## src/rtl/rps_pkg.sv

```systemverilog
package rps_pkg;

   typedef enum logic [1:0] {
      ST_IDLE  = 2'd0,
      ST_DRIVE = 2'd1,
      ST_WAIT  = 2'd2,
      ST_DONE  = 2'd3
   } rps_state_e;

   typedef enum logic [1:0] {
      SRC_UNKNOWN = 2'b00,
      SRC_EXT     = 2'b01,
      SRC_WDOG    = 2'b10,
      SRC_CMON    = 2'b11
   } rps_src_e;

endpackage

```

## src/rtl/rps_sync.sv

```systemverilog
module rps_sync #(
   parameter int   STAGES    = 2,
   parameter logic RESET_VAL = 1'b1
) (
   input  logic clk,
   input  logic rst_n,
   input  logic d,
   output logic q
);

   logic [STAGES-1:0] chain;

   generate
      if (STAGES == 1) begin : g_single
         always_ff @(posedge clk or negedge rst_n) begin
            if (!rst_n) chain <= RESET_VAL;
            else        chain <= d;
         end
      end else begin : g_multi
         always_ff @(posedge clk or negedge rst_n) begin
            if (!rst_n) chain <= {STAGES{RESET_VAL}};
            else        chain <= {chain[STAGES-2:0], d};
         end
      end
   endgenerate

   assign q = chain[STAGES-1];

endmodule

```

## src/rtl/rps_cause.sv

```systemverilog
module rps_cause
   import rps_pkg::*;
#(
   parameter bit CMON_FIRST = 1'b1
) (
   input  logic     wdog_req,
   input  logic     cmon_req,
   output logic     any_req,
   output rps_src_e cause
);

   assign any_req = wdog_req | cmon_req;

   generate
      if (CMON_FIRST) begin : g_cmon_first
         always_comb begin
            if (cmon_req)      cause = SRC_CMON;
            else if (wdog_req) cause = SRC_WDOG;
            else               cause = SRC_UNKNOWN;
         end
      end else begin : g_wdog_first
         always_comb begin
            if (wdog_req)      cause = SRC_WDOG;
            else if (cmon_req) cause = SRC_CMON;
            else               cause = SRC_UNKNOWN;
         end
      end
   endgenerate

endmodule

```

## src/rtl/rps_fsm.sv

```systemverilog
module rps_fsm
   import rps_pkg::*;
#(
   parameter int DRIVE_CYC = 8,
   parameter int WAIT_CYC  = 4
) (
   input  logic     clk,
   input  logic     rst_n,
   input  logic     pad_low,
   input  logic     int_req,
   input  rps_src_e int_cause,
   output logic     pin_oe,
   output logic     chip_rst,
   output rps_src_e src
);

   localparam int CNT_MAX = (DRIVE_CYC > WAIT_CYC) ? DRIVE_CYC : WAIT_CYC;
   localparam int CNT_W   = (CNT_MAX > 1) ? $clog2(CNT_MAX) : 1;
   localparam logic [CNT_W-1:0] DRIVE_LAST = CNT_W'(DRIVE_CYC - 1);
   localparam logic [CNT_W-1:0] WAIT_LAST  = CNT_W'(WAIT_CYC - 1);

   rps_state_e       state;
   logic [CNT_W-1:0] cnt;
   rps_src_e         cause_q;

   always_ff @(posedge clk or negedge rst_n) begin
      if (!rst_n) begin
         state   <= ST_IDLE;
         cnt     <= '0;
         cause_q <= SRC_UNKNOWN;
         src     <= SRC_UNKNOWN;
      end else begin
         unique case (state)
            ST_IDLE: begin
               if (int_req) begin
                  state   <= ST_DRIVE;
                  cnt     <= '0;
                  cause_q <= int_cause;
               end else if (pad_low) begin
                  state   <= ST_DRIVE;
                  cnt     <= '0;
                  cause_q <= SRC_UNKNOWN;
               end
            end
            ST_DRIVE: begin
               if (int_req) begin
                  cnt     <= '0;
                  cause_q <= int_cause;
               end else if (cnt == DRIVE_LAST) begin
                  state <= ST_WAIT;
                  cnt   <= '0;
               end else begin
                  cnt <= cnt + 1'b1;
               end
            end
            ST_WAIT: begin
               if (int_req) begin
                  state   <= ST_DRIVE;
                  cnt     <= '0;
                  cause_q <= int_cause;
               end else if (cnt == WAIT_LAST) begin
                  state <= ST_DONE;
                  cnt   <= '0;
                  src   <= pad_low ? SRC_EXT : cause_q;
               end else begin
                  cnt <= cnt + 1'b1;
               end
            end
            ST_DONE: begin
               state <= ST_IDLE;
            end
            default: state <= ST_IDLE;
         endcase
      end
   end

   assign pin_oe   = (state == ST_DRIVE);
   assign chip_rst = (state != ST_IDLE);

endmodule

```

## src/rtl/rst_pin_seq.sv

```systemverilog
module rst_pin_seq
   import rps_pkg::*;
#(
   parameter int DRIVE_CYC   = 8,
   parameter int WAIT_CYC    = 4,
   parameter int SYNC_STAGES = 2,
   parameter bit CMON_FIRST  = 1'b1
) (
   input  logic       clk,
   input  logic       por_n,
   input  logic       pin_in,
   input  logic       wdog_req,
   input  logic       cmon_req,
   output logic       pin_oe,
   output logic       chip_rst,
   output logic [1:0] rst_src
);

   generate
      if (DRIVE_CYC < 2) begin : g_bad_drive
         $error("rst_pin_seq: DRIVE_CYC must be at least 2");
      end
      if (SYNC_STAGES < 1) begin : g_bad_sync
         $error("rst_pin_seq: SYNC_STAGES must be at least 1");
      end
      if (WAIT_CYC <= SYNC_STAGES) begin : g_bad_wait
         $error("rst_pin_seq: WAIT_CYC must exceed SYNC_STAGES so the released pad is seen");
      end
   endgenerate

   logic     pin_sync;
   logic     any_int;
   rps_src_e int_cause;
   rps_src_e src_q;

   rps_sync #(
      .STAGES    (SYNC_STAGES),
      .RESET_VAL (1'b1)
   ) u_sync (
      .clk   (clk),
      .rst_n (por_n),
      .d     (pin_in),
      .q     (pin_sync)
   );

   rps_cause #(
      .CMON_FIRST (CMON_FIRST)
   ) u_cause (
      .wdog_req (wdog_req),
      .cmon_req (cmon_req),
      .any_req  (any_int),
      .cause    (int_cause)
   );

   rps_fsm #(
      .DRIVE_CYC (DRIVE_CYC),
      .WAIT_CYC  (WAIT_CYC)
   ) u_fsm (
      .clk       (clk),
      .rst_n     (por_n),
      .pad_low   (~pin_sync),
      .int_req   (any_int),
      .int_cause (int_cause),
      .pin_oe    (pin_oe),
      .chip_rst  (chip_rst),
      .src       (src_q)
   );

   assign rst_src = src_q;

endmodule

```

## config.mk

```make
export PLATFORM = sky130hd
export DESIGN_NAME = rst_pin_seq
export DESIGN_NICKNAME = d
export VERILOG_FILES = /design/src/rtl/rps_pkg.sv /design/src/rtl/rps_sync.sv /design/src/rtl/rps_cause.sv /design/src/rtl/rps_fsm.sv /design/src/rtl/rst_pin_seq.sv
export SDC_FILE = /design/constraint.sdc
export NUM_CORES = 1
export LEC_CHECK = 0
export ABC_AREA = 1
export BUFFER_PORTS_ARGS = -buffer_cell sky130_fd_sc_hd__buf_2
export CORE_MARGIN = 4
export CORE_UTILIZATION = 30
export CTS_BUF_LIST = sky130_fd_sc_hd__clkbuf_4 sky130_fd_sc_hd__clkbuf_8
export CTS_CLUSTER_SIZE = 28
export DETAILED_ROUTE_END_ITERATION = 7
export HOLD_SLACK_MARGIN = 0.02
export SLEW_MARGIN = 20
export SYNTH_ARGS = -nofsm -noshare
export SYNTH_HDL_FRONTEND = slang
export SYNTH_HIERARCHICAL = 1
export SYNTH_SLANG_ARGS = --single-unit
```

## constraint.sdc

```tcl
create_clock -name clk -period 1.9 [get_ports clk]
set_clock_uncertainty 0.15 [all_clocks]
set_input_delay 0.475 -clock clk [delete_from_list [all_inputs] [get_ports clk]]
set_output_delay 0.475 -clock clk [all_outputs]
set_load 0.005 [all_outputs]
```

==> metrics.md <==
| Metric | Value |
|---|---|
| Status | `completed` |
| Die Area | `roughly 3200 µm²` |
| P per Cell Area | `1180 nW/µm²` |
| Crit end category | `output pin` |
| Post-DP HPWL | `985 µm` |
| Hold Crit Class | `in2reg` |
| Crit path required time | `1270 ps` |
| Final ANT Viol Nets | `0` |
| Commonest cells after routing, fill and taps aside | `nand2_1 (28), inv_1 (12), dfrtp_1 (9), buf_2 (8)` |
| Fin crit period | `1840 ps` |
| Antenna Cells | `0` |
| Largest net degree at the start of global routing | `12` |
| Final WL | `1250 µm` |
| Die height | `~57 µm` |
| Fin util | `0.361` |
| Die width | `56.8 µm` |
| Max-cap violation count | `0` |
| DR vias | `around 550` |
| Critical-path cell list | `inv_1 -> ha_2 -> inv_1 -> buf_2` |
| Syn nets | `~100` |
| Clock buffer depth | `2` |
| Num rows | `17` |
| Final Cycle Share | `0.970` |
| Clk pwr share | `0.182` |
| CTS buffer count | `3` |
| Internal power | `562 µW` |
| Startpoint types | `register` |
| Final setup fails | `0` |
| Largest cells by area after synthesis | `dfrtp_1 (31%), nand2_1 (15%), ha_1 (10%)` |
| Reg clk slew, reported paths | `70 ps` |
| Leading area contributor after synthesis | `dfrtp_1` |
| Num ports | `9` |
| Layout Nets | `113` |
| Share of layout cells above drive strength 1 | `0.267` |
| Routed WL per cell | `9.67 µm` |
| Count of input and output buffers | `8` |
| Sw Share | `0.411` |
| Static Leak | `between 0.0004 and 0.0005 µW` |
| Placeable Area | `2230 µm²` |
| Initial antenna violation count | `0` |
| Unrepaired setup endpoints after global routing | `yes` |
| Slew HR | `0.699` |
| Crit path max fanout | `4` |
| DR vias/cell | `4.24` |
| Critical path's slowest cell | `dfrtp_1` |
| Arrival time worst endpoint | `1220 ps` |
| NetSw | `about 390 µW` |
| CTS tree | `yes` |
| Drt drc | `0` |
| H-tree depth | `1` |
| GRT Total Usage | `0.0864` |
| GP Congestion | `between 0.9 and 1` |
| Maximum vdd drop | `0.000525 V` |
| CTS sink cnt | `11` |
| Worst path most repeated cell | `inv_1` |
| Cell area after placement | `764 µm²` |
| Worst slack, placed | `230 ps` |
| FF+latch count, synth | `11` |
| Grt ovf | `0` |
| Vias in the first global route | `511` |
| Hold_ws | `157 ps` |
| Combinational share of power | `0.478` |
| CP Class | `reg2out` |
| Clk_lat worst skew | `270 ps` |
| Area Growth Syn to Fin | `12.8%` |
| Detailed Routing Iterations Pass 1 | `4` |
| Worst slew pin tran | `450 ps` |
| CP delay by family, top | `flip-flops` |
| Cell Area, Synth | `716 µm²` |
| CP peak stage delay | `390 ps` |
| Worst path bufs/invs | `3` |
| CTS root buf | `clkbuf_4` |
| Area fraction of the dominant cell type after synthesis | `0.315` |
| Post-route setup slack | `between 50 and 60 ps` |
| Sequential power share | `0.340` |
| Final-report hold violation count | `0` |
| Yosys warning total | `6` |
| Seq/Total Area, Yosys | `0.388` |
| Gate Count Post-Synth | `approximately 90` |
| Syn_area_per_cell | `7.86 µm²` |
| First-pass GRT wire length | `between 2000 and 2500 µm` |
| Starting DRC count in detailed routing | `7` |
| Synth unique cells | `20` |
| Post-route cell area | `807 µm²` |
| Number of setup buffers added after CTS | `0` |
| Starting Density | `0.320` |
| FMAX | `542 MHz` |
| Most common cell after layout, fill and taps aside | `nand2_1` |
| Max-slew violations | `0` |
==> registers in the layout, summed over array words and instances (netlist names) <==
register and count:
u_fsm/cause_q 2, u_sync/chain 2, u_fsm/state 2, u_fsm/cnt 3
u_fsm/src 2
==> power by group through the flow <==
stage          logic (µW)  registers, µW  clock network [µW]
5_1_grt               523            334                 197
2_1_floorplan         351            320                   0
3_5_place_dp          445            329                   0
3_3_place_gp          445            329                   0
6_report              456            325                 173
4_1_cts               448            325                 184
==> path summary, 6_finish.rpt <==
path,from,to,slack (ps),cells past startpoint
setup / recovery,u_fsm/state[1],chip_rst,60,4
hold / removal,pin_in,u_sync/chain[0],160,1
setup reg to reg,u_fsm/state[1],u_fsm/cause_q[0],350,6
hold reg to reg,u_sync/chain[0],u_sync/chain[1],200,0
max in group asynchronous,por_n,u_sync/chain[0],870,2
min in group asynchronous,por_n,u_fsm/cnt[2],460,2
==> layout make-up <==
class	instances	area [µm²]
Fill cell	242	1430
Multi-Input combinational cell	62	355
Sequential cell	11	278
Inverter	15	58.8
Timing Repair Buffer	9	50.0
Tap cell	28	35.0
Clock buffer	4	30.0
==> worst reg2reg max path: stages (launching register included) <==
cell     delay, ps
dfrtp_1        390
inv_1          130
ha_2           320
or2_1          260
nand3_1        110
nand2_1         60
o21ai_1         70
==> through the flow <==
step / TNS [ps] / cells / power (µW)
floorplan: 0 / 91 / 671
global placement: 0 / 124 / 773
detailed placement: 0 / 124 / 775
CTS: 0 / 129 / 957
global route: -37.7 / 129 / 1050
finish: 0 / 129 / 954
==> Yosys cell counts, drive strengths merged <==
cell type,instances
nand2,34
inv,15
dfrtp,9
nor2,7
ha,6
o21ai,6
nand3,4
buf,3
a21oi,2
dfstp,2
nand3b,1
o21bai,1
or2,1
==> repair_timing <==
item / in CTS / in global routing
gates resized for setup: 0 / 1
endpoints found under the setup margin: 0 / 2
hold endpoints to repair: 9 / 0
hold buffers: 1 / 0
==> logic make-up after synthesis <==
logic type / after synthesis / share of synthesized area
AOI/OAI and AO/OA: 9 / 0.0664
adders and majority gates: 6 / 0.105
buffers and inverters: 18 / 0.119
DFF: 11 / 0.388
and+or+nand+nor: 47 / 0.322
==> per-layer routing <==
metal  up-vias  share of wire  track usage
li1        295              -            -
met1       241           0.50        0.118
met2         9           0.42        0.124
met3         2          0.067       0.0184
met4         0          0.014       0.0497
met5         -              0            0
No activity file was read; power rests on OpenSTA's default activity.
